## src/rtl/radio_seq_pkg.sv

```systemverilog
package radio_seq_pkg;
    typedef enum logic [3:0] {
        ST_OFF, ST_IDLE, ST_TUNE, ST_SETTLE, ST_RX,
        ST_TXSW, ST_PRE, ST_TX, ST_RXSW
    } seq_state_t;

    localparam logic [1:0] OP_NOP  = 2'd0;
    localparam logic [1:0] OP_RX   = 2'd1;
    localparam logic [1:0] OP_TX   = 2'd2;
    localparam logic [1:0] OP_CHAN = 2'd3;
endpackage

```

## src/rtl/seq_ms_timer.sv

```systemverilog
module seq_ms_timer #(
    parameter int PER  = 200000,
    parameter int MS_W = 8
) (
    input  logic            clk,
    input  logic            rst_n,
    input  logic            clr,
    output logic            tick,
    output logic [MS_W-1:0] ms
);
    localparam int CW = (PER > 1) ? $clog2(PER) : 1;

    logic [CW-1:0] div_q;

    assign tick = (div_q == CW'(PER - 1));

    always_ff @(posedge clk or negedge rst_n) begin
        if (!rst_n) begin
            div_q <= '0;
            ms    <= '0;
        end else if (clr) begin
            div_q <= '0;
            ms    <= '0;
        end else if (tick) begin
            div_q <= '0;
            ms    <= ms + 1'b1;
        end else begin
            div_q <= div_q + 1'b1;
        end
    end
endmodule

```

## src/rtl/seq_lock_filter.sv

```systemverilog
module seq_lock_filter #(
    parameter int LOCK_RUN = 8
) (
    input  logic clk,
    input  logic rst_n,
    input  logic lock_det,
    output logic locked
);
    localparam int RW = $clog2(LOCK_RUN + 1);

    logic          sync1_q, sync2_q;
    logic [RW-1:0] run_q;

    always_ff @(posedge clk or negedge rst_n) begin
        if (!rst_n) begin
            sync1_q <= 1'b0;
            sync2_q <= 1'b0;
            run_q   <= '0;
        end else begin
            sync1_q <= lock_det;
            sync2_q <= sync1_q;
            if (!sync2_q)
                run_q <= '0;
            else if (run_q != RW'(LOCK_RUN))
                run_q <= run_q + 1'b1;
        end
    end

    assign locked = (run_q == RW'(LOCK_RUN));

    // acceptance only follows a high synchronized sample
    assert_lock_seen_R7: assert property (@(posedge clk) disable iff (!rst_n)
        locked |-> $past(sync2_q));
endmodule

```

## src/rtl/seq_duty_guard.sv

```systemverilog
module seq_duty_guard #(
    parameter int CLK_PER_MS  = 200000,
    parameter int TX_LIMIT_MS = 40000,
    parameter int PAUSE_MS    = 2000
) (
    input  logic clk,
    input  logic rst_n,
    input  logic active,
    output logic hold
);
    localparam int MAXV = (TX_LIMIT_MS > PAUSE_MS) ? TX_LIMIT_MS : PAUSE_MS;
    localparam int MS_W = $clog2(MAXV + 1);

    logic            tick;
    logic [MS_W-1:0] ms;
    logic            hit, release_now, clr;

    assign hit         = !hold && active && tick && (ms == MS_W'(TX_LIMIT_MS - 1));
    assign release_now = hold && tick && (ms == MS_W'(PAUSE_MS - 1));
    assign clr         = hit || release_now || (!hold && !active);

    seq_ms_timer #(.PER(CLK_PER_MS), .MS_W(MS_W)) u_tmr (
        .clk(clk), .rst_n(rst_n), .clr(clr), .tick(tick), .ms(ms)
    );

    always_ff @(posedge clk or negedge rst_n) begin
        if (!rst_n)           hold <= 1'b0;
        else if (hit)         hold <= 1'b1;
        else if (release_now) hold <= 1'b0;
    end

    // a pause only starts out of a transmitting cycle
    assert_hold_from_tx_R10: assert property (@(posedge clk) disable iff (!rst_n)
        $rose(hold) |-> $past(active));
endmodule

```

## src/rtl/seq_preamble_gen.sv

```systemverilog
module seq_preamble_gen #(
    parameter int BIT_CLKS = 41667
) (
    input  logic clk,
    input  logic rst_n,
    input  logic en,
    input  logic fast,
    output logic bit_out
);
    localparam int DW = (BIT_CLKS > 1) ? $clog2(BIT_CLKS) : 1;

    logic [DW-1:0] div_q;
    logic [1:0]    ph_q;

    always_ff @(posedge clk or negedge rst_n) begin
        if (!rst_n) begin
            div_q <= '0;
            ph_q  <= '0;
        end else if (!en) begin
            div_q <= '0;
            ph_q  <= '0;
        end else if (div_q == DW'(BIT_CLKS - 1)) begin
            div_q <= '0;
            ph_q  <= ph_q + 1'b1;
        end else begin
            div_q <= div_q + 1'b1;
        end
    end

    assign bit_out = en && (fast ? !ph_q[1] : !ph_q[0]);

    // every preamble opens on a one
    assert_pre_start_R9: assert property (@(posedge clk) disable iff (!rst_n)
        $rose(en) |-> bit_out);
endmodule

```

## src/rtl/radio_mode_seq.sv

```systemverilog
module radio_mode_seq
    import radio_seq_pkg::*;
#(
    parameter int CLK_HZ      = 200_000_000,
    parameter int CH_W        = 6,
    parameter int FIRST_MS    = 40,
    parameter int CHANGE_MS   = 20,
    parameter int LOCK_MS     = 20,
    parameter int SWITCH_MS   = 5,
    parameter int PREAMBLE_MS = 20,
    parameter int TX_LIMIT_MS = 40000,
    parameter int PAUSE_MS    = 2000,
    parameter int RESTRICT_LO = 1,
    parameter int RESTRICT_HI = 3,
    parameter int LOCK_RUN    = 8,
    parameter int BIT_CLKS    = 41667
) (
    input  logic            clk,
    input  logic            rst_n,
    input  logic            req_valid,
    input  logic [1:0]      req_op,
    input  logic [CH_W-1:0] req_chan,
    output logic            req_ready,
    output logic            pwr_en,
    output logic            txsel_n,
    output logic            rxsel_n,
    output logic            pll_req,
    output logic [CH_W-1:0] pll_chan,
    input  logic            pll_done,
    input  logic            lock_det,
    output logic            lock_fail,
    output logic            data_ok,
    output logic            duty_hold,
    input  logic            pre_fast,
    output logic            pre_bit,
    output logic            pre_active
);
    localparam int CLK_PER_MS = CLK_HZ / 1000;
    localparam int M1   = (FIRST_MS > CHANGE_MS) ? FIRST_MS : CHANGE_MS;
    localparam int M2   = (M1 > PREAMBLE_MS) ? M1 : PREAMBLE_MS;
    localparam int M3   = (M2 > SWITCH_MS) ? M2 : SWITCH_MS;
    localparam int MS_W = $clog2(M3 + 1);

    seq_state_t      state_q, state_d;
    logic [CH_W-1:0] chan_q;
    logic            chan_set_q;
    logic            lock_fail_q;
    logic            tick;
    logic [MS_W-1:0] ms;
    logic            locked;
    logic            req_accept, tune_req;
    logic            settle_hit, lock_hit, sw_hit, pre_hit;
    logic            restricted, tx_on;

    assign req_accept = req_valid && req_ready;
    assign tune_req   = req_accept && (req_op == OP_CHAN);

    seq_ms_timer #(.PER(CLK_PER_MS), .MS_W(MS_W)) u_tmr (
        .clk(clk), .rst_n(rst_n), .clr(state_d != state_q), .tick(tick), .ms(ms)
    );

    seq_lock_filter #(.LOCK_RUN(LOCK_RUN)) u_lock (
        .clk(clk), .rst_n(rst_n), .lock_det(lock_det), .locked(locked)
    );

    assign restricted = (chan_q >= CH_W'(RESTRICT_LO)) && (chan_q <= CH_W'(RESTRICT_HI));

    seq_duty_guard #(.CLK_PER_MS(CLK_PER_MS), .TX_LIMIT_MS(TX_LIMIT_MS),
                     .PAUSE_MS(PAUSE_MS)) u_duty (
        .clk(clk), .rst_n(rst_n), .active(tx_on && restricted), .hold(duty_hold)
    );

    seq_preamble_gen #(.BIT_CLKS(BIT_CLKS)) u_pre (
        .clk(clk), .rst_n(rst_n), .en(pre_active), .fast(pre_fast), .bit_out(pre_bit)
    );

    assign settle_hit = tick && (ms == (chan_set_q ? MS_W'(CHANGE_MS - 1)
                                                   : MS_W'(FIRST_MS - 1)));
    assign lock_hit   = tick && (ms == MS_W'(LOCK_MS - 1));
    assign sw_hit     = tick && (ms == MS_W'(SWITCH_MS - 1));
    assign pre_hit    = tick && (ms == MS_W'(PREAMBLE_MS - 1));

    // next-state logic
    always_comb begin
        state_d = state_q;
        unique case (state_q)
            ST_OFF:    state_d = ST_IDLE;
            ST_IDLE:   if (tune_req) state_d = ST_TUNE;
            ST_TUNE:   if (pll_done) state_d = ST_SETTLE;
            ST_SETTLE: if (settle_hit) state_d = ST_RX;
            ST_RX: begin
                if (tune_req)
                    state_d = ST_TUNE;
                else if (req_accept && req_op == OP_TX && !duty_hold)
                    state_d = ST_TXSW;
            end
            ST_TXSW: begin
                if (duty_hold)   state_d = ST_RXSW;
                else if (sw_hit) state_d = ST_PRE;
            end
            ST_PRE: begin
                if (duty_hold)    state_d = ST_RXSW;
                else if (pre_hit) state_d = ST_TX;
            end
            ST_TX: begin
                if (duty_hold)
                    state_d = ST_RXSW;
                else if (tune_req)
                    state_d = ST_TUNE;
                else if (req_accept && req_op == OP_RX)
                    state_d = ST_RXSW;
            end
            ST_RXSW:   if (sw_hit) state_d = ST_RX;
            default:   state_d = ST_OFF;
        endcase
    end

    // state and bookkeeping registers
    always_ff @(posedge clk or negedge rst_n) begin
        if (!rst_n) begin
            state_q     <= ST_OFF;
            chan_q      <= '0;
            chan_set_q  <= 1'b0;
            lock_fail_q <= 1'b0;
        end else begin
            state_q <= state_d;
            if (tune_req)
                chan_q <= req_chan;
            if (state_q == ST_SETTLE && settle_hit)
                chan_set_q <= 1'b1;
            if (tune_req)
                lock_fail_q <= 1'b0;
            else if (state_q == ST_SETTLE && lock_hit)
                lock_fail_q <= !locked;
        end
    end

    // outputs decoded from state
    always_comb begin
        pwr_en     = 1'b1;
        txsel_n    = 1'b1;
        rxsel_n    = 1'b1;
        pll_req    = 1'b0;
        data_ok    = 1'b0;
        req_ready  = 1'b0;
        pre_active = 1'b0;
        tx_on      = 1'b0;
        unique case (state_q)
            ST_OFF:    pwr_en = 1'b0;
            ST_IDLE:   req_ready = 1'b1;
            ST_TUNE:   begin rxsel_n = 1'b0; pll_req = 1'b1; end
            ST_SETTLE: rxsel_n = 1'b0;
            ST_RX:     begin rxsel_n = 1'b0; data_ok = 1'b1; req_ready = 1'b1; end
            ST_TXSW:   begin txsel_n = 1'b0; tx_on = 1'b1; end
            ST_PRE:    begin txsel_n = 1'b0; tx_on = 1'b1; pre_active = 1'b1; end
            ST_TX: begin
                txsel_n   = 1'b0;
                tx_on     = 1'b1;
                data_ok   = 1'b1;
                req_ready = !duty_hold;
            end
            ST_RXSW:   rxsel_n = 1'b0;
            default:   pwr_en = 1'b0;
        endcase
    end

    assign pll_chan  = chan_q;
    assign lock_fail = lock_fail_q;

    // both paths never selected together
    assert_sel_excl_R2: assert property (@(posedge clk) disable iff (!rst_n)
        !(!txsel_n && !rxsel_n));
    // no path selected while the module is unpowered
    assert_off_quiet_R1: assert property (@(posedge clk) disable iff (!rst_n)
        !pwr_en |-> (txsel_n && rxsel_n));
    // retuning happens only in receive
    assert_tune_rx_R4: assert property (@(posedge clk) disable iff (!rst_n)
        pll_req |-> (!rxsel_n && txsel_n));
    // a new tune clears the lock flag
    assert_fail_clear_R6: assert property (@(posedge clk) disable iff (!rst_n)
        tune_req |=> !lock_fail);
    // data_ok opens only out of a settle, switch or preamble state
    assert_ready_src_R5: assert property (@(posedge clk) disable iff (!rst_n)
        $rose(data_ok) |-> ($past(state_q) == ST_SETTLE || $past(state_q) == ST_RXSW
                            || $past(state_q) == ST_PRE));
    // the pause takes the transmitter off on the next cycle
    assert_hold_drop_R10: assert property (@(posedge clk) disable iff (!rst_n)
        $rose(duty_hold) |=> txsel_n);
endmodule

```

## config.mk

```make
export PLATFORM = sky130hd
export DESIGN_NAME = radio_mode_seq
export DESIGN_NICKNAME = d
export VERILOG_FILES = /design/src/rtl/radio_seq_pkg.sv /design/src/rtl/seq_ms_timer.sv /design/src/rtl/seq_lock_filter.sv /design/src/rtl/seq_duty_guard.sv /design/src/rtl/seq_preamble_gen.sv /design/src/rtl/radio_mode_seq.sv
export SDC_FILE = /design/constraint.sdc
export NUM_CORES = 1
export LEC_CHECK = 0
export BUFFER_PORTS_ARGS = -buffer_cell sky130_fd_sc_hd__clkbuf_2
export CAP_MARGIN = 20
export CORE_MARGIN = 2
export CORE_UTILIZATION = 45
export CTS_BUF_LIST = sky130_fd_sc_hd__clkbuf_8
export DETAILED_ROUTE_END_ITERATION = 12
export PLACE_DENSITY = 0.65
export SLEW_MARGIN = 40
export SYNTH_ARGS = -nofsm -noshare
export SYNTH_HDL_FRONTEND = slang
export SYNTH_SLANG_ARGS = --single-unit
export TNS_END_PERCENT = 5
```

## constraint.sdc

```tcl
create_clock -name clk -period 3.2 [get_ports clk]
set_input_delay 0.16 -clock clk [delete_from_list [all_inputs] [get_ports clk]]
set_output_delay 0.16 -clock clk [all_outputs]
set_load 0.01 [all_outputs]
```

==> summary.txt <==
Clock tree
  • Htree depth: 3
  • TritonCTS buffer count: 9
  • Later-pin clock latency in the skew report: 0.38 ns
  • Clk slew on worst S/H paths: 0.09 ns
  • CTS tree: done
  • Post_cts resized: 0
  • Root Driver: clkbuf_8
  • Clk buf depth: 2
  • CTS sink cnt: 95

Timing
  • Final setup skew: 0.01369 ns
  • Fin. Hold Viols: 0
  • Final setup vio count: 0
  • Slew @ Worst Pin: 0.7413 ns
  • TNS Setup: 0 ns
  • Slew Limit Fails: 0
  • Final min period: 2.628 ns
  • RSZ-0062 raised after global routing: no
  • Maximum clock frequency: ~0.38 GHz
  • Tcrit/Tclk final: 0.8213
  • Max_slew headroom: 0.5040

GRT
  • Tot GR Track Use: 0.1856
  • First-pass GRT wire length: between 15000 and 20000 um
  • Initial antenna violation count: 0
  • GRT overflow: 0
  • Largest net degree at the start of global routing: 38
  • Vias in the first global route: 3879

Die
  • Core area: 11270 um^2
  • Die Ht: 111.0 um
  • Row count: 39
  • Ports: 30
  • Die width: 111.0 um
  • DIE AREA: 12320 um^2
  • Starting Density: 0.4569

Route
  • Via count: 3992
  • 1st-pass router iterations: 6
  • Wire length per cell: 15.17 um
  • Residual DRC: 0
  • Avg Vias per Cell: between 5 and 6
  • Routed Antenna Nets: 0
  • Total wire length: 10990 um
  • DR iter-0 viols: approximately 250

Synth
  • Most used DFF post-synth: dfrtp_1
  • Synth unique cells: 63
  • Async set-reset flop share out of synthesis: 1.000
  • Synth Instances: 540
  • Ys Warns: 0
  • Post-synthesis sequential area ratio: 0.4616
  • Top cell type's share of synthesized area: 0.4616
  • Mean post-synth cell area: 9.537 um^2
  • Yosys reg bits: 95
  • Area leader, netlist: dfrtp_1
  • Top post-synthesis cells by area: dfrtp_1, xor2_1, nor2_1
  • Synthesized cell area: 5150 um^2
  • Post-synth EDFFs: 0
  • Syn_nets: 563

Critical path
  • Buf/Inv on CP: 2
  • Crit path cell chain: inv_1 > o32a_1 > nor2_4 > o211ai_1 > a2111o_1 > buf_4 > nor4b_1
  • Crit Path Class: flip-flop to flip-flop
  • Crit-path max cell delay: 0.59 ns
  • Critical Path Source: state_q[0]$_DFF_PN0_
  • FF-to-FF Start: state_q[0]$_DFF_PN0_
  • CP Capture Type: flip-flop
  • CP max FO: 24
  • Critical path data arrival time: 2.91 ns
  • Critical-path top delay cell: dfrtp_1
  • Crit path max-delay family: compound AO/OA/AOI/OAI gates
  • Crit path required time: 3.48 ns
  • CP Launch Type: flip-flop

Finish
  • Antenna cells: 0
  • Fraction of final layout cells sized beyond drive strength 1: 0.1222
  • Fin cells: 724
  • Util after Layout: 0.5064
  • Final Cell Area: 5708 um^2
  • Number of fillers in the final layout: around 1100
  • Fin nets: 599
  • Area delta synth->final: 10.84%
  • Area of the multi-input gates: 2605 um^2
  • FF/Latch Area: 2377 um^2

Worst hold path
  • Hold path start: pll_done
  • Hold/Removal Path Class: primary input to flip-flop

Place
  • Placed cells: 700
  • Hpwl dp: 7683 um
  • Routability cong.: 0.8371
  • Quantity of I/O buffers inserted on ports: 29
  • DP Area: 5429 um^2

Power and ir drop
  • Worst VDD drop: 0.2296 mV
  • Leakage: ~2.4 nW
  • Cell Pwr Density: 493.8 nW/um^2

Flow run
  • Max_cap viols: 0

Run status
  • Status: complete, no violations
sequential cells by signal, indices dropped and copies added (netlist names):
signal	count
u_duty.u_tmr.div_q	18
u_tmr.div_q	18
u_duty.u_tmr.ms	16
u_pre.div_q	16
pll_chan	6
u_tmr.ms	6
state_q	4
u_lock.run_q	4
u_pre.ph_q	2
chan_set_q	1
lock_fail	1
u_duty.hold	1
u_lock.sync1_q	1
u_lock.sync2_q	1
report_power, final:
part	switching (mW)	total [mW]	leakage, nW	internal, mW
Clock	0.423	0.803	0.107	0.380
Sequential	0.0983	1.37	1.30	1.27
Combinational	0.419	0.650	0.964	0.231
Total	0.941	2.82	2.38	1.88
worst paths after layout:
| path | endpoint | cells past startpoint | slack [ns] |
|---|---|---|---|
| worst max-delay path | u_tmr.div_q[11]$_DFF_PN0_ | 7 | 0.57 |
| worst min-delay path | state_q[0]$_DFF_PN0_ | 3 | 0.11 |
| worst max register to register | u_tmr.div_q[11]$_DFF_PN0_ | 7 | 0.57 |
| worst min register to register | u_lock.sync2_q$_DFF_PN0_ | 0 | 0.36 |
| max in group asynchronous | u_lock.run_q[0]$_DFFE_PN0P_ | 3 | 2.14 |
| min in group asynchronous | u_pre.div_q[14]$_DFF_PN0_ | 2 | 0.27 |
kinds of logic (layout without fill, tap and decap cells):
kind of cell | Yosys count | count (layout) | share of synthesized area
flip-flops | 95 | 95 | 0.4616
AND/OR/NAND/NOR | 283 | 283 | 0.3015
multiplexers | 2 | 2 | 0.003887
XOR/XNOR | 65 | 65 | 0.1105
adder cells (fa/ha/maj) | 9 | 9 | 0.02187
buffers and inverters | 35 | 76 | 0.03255
AO/OA/AOI/OAI | 51 | 51 | 0.06803
cells in the final DEF, fill, tap and decap left out, types with 4 or more instances in the layout:
cell / n
a21oi_1: 14
and3_1: 20
buf_4: 10
clkbuf_2: 28
clkbuf_8: 10
dfrtp_1: 95
dlygate4sd3_1: 8
ha_1: 9
inv_1: 15
nand2_1: 59
nand2b_1: 4
nand3_1: 20
nand4_1: 23
nor2_1: 65
nor2b_1: 6
nor3_1: 25
nor4_1: 8
nor4b_1: 5
o21ai_0: 11
or3_1: 7
or4_1: 4
xnor2_1: 27
xor2_1: 38
Yosys cell counts (2+ instances only):
library cell and instances:
nand3b_1 2, mux2i_1 2, nor4b_1 5, a21boi_0 2, nor3_1 25, nor4_2 3, and2_1 3, o21ai_0 11
nor2b_1 6, nand2b_1 4, dfrtp_1 95, and3_1 20, buf_6 2, or4_1 4, nor4b_2 2, ha_1 9
xor2_1 38, xnor2_1 27, o211ai_1 3, nor4bb_1 3, clkbuf_1 5, a211oi_1 3, clkbuf_2 2, nand2_1 59
o31a_1 2, and4_1 3, inv_1 14, nor4_1 8, buf_2 9, a311oi_1 2, nand4_1 23, nand3_1 20
buf_4 2, nor3b_1 3, and4bb_2 2, nand4b_1 3, or3_1 7, o31ai_1 3, nor2_1 65, or2_2 3
a21oi_1 14
worst reg2reg max path: cells and delay by family (launching register included):
family / cells / cell delay, ns
compound gates: 3 / 1.00
flops: 1 / 0.59
simple gates: 2 / 0.52
buf+inv: 2 / 0.41
layout make-up:
cell class                      instances  area share
Multi-Input combinational cell        410      0.4564
Sequential cell                        95      0.4165
Timing Repair Buffer                   46     0.05173
Tap cell                              143     0.03135
Clock buffer                           10     0.02411
Clock inverter                          6     0.01074
Inverter                               14    0.009206
per-layer routing:
metal / track usage / vias to the layer above / routed length [um]
met5: 0 / - / 0
met4: 0.07333 / 0 / 174
met2: 0.2949 / 53 / 5170
met1: 0.2518 / 1956 / 5282
li1: - / 1973 / -
met3: 0.03554 / 10 / 359
timing repair:
action | CTS | global route
buffers inserted | 0 | 0
hold buffers | 8 | 0
hold endpoints to repair | 42 | 0
per-stage QoR:
step	power (mW)	worst slack, ns	hold WS (ns)
floorplan	1.836	0.9490	-0.1356
global placement	2.018	0.6521	0.1488
detailed placement	2.034	0.6224	0.1535
CTS	2.854	0.6018	0.1043
global route	2.983	0.3379	0.1234
finish	2.819	0.5718	0.1147
(Power assumes the default switching activity.)
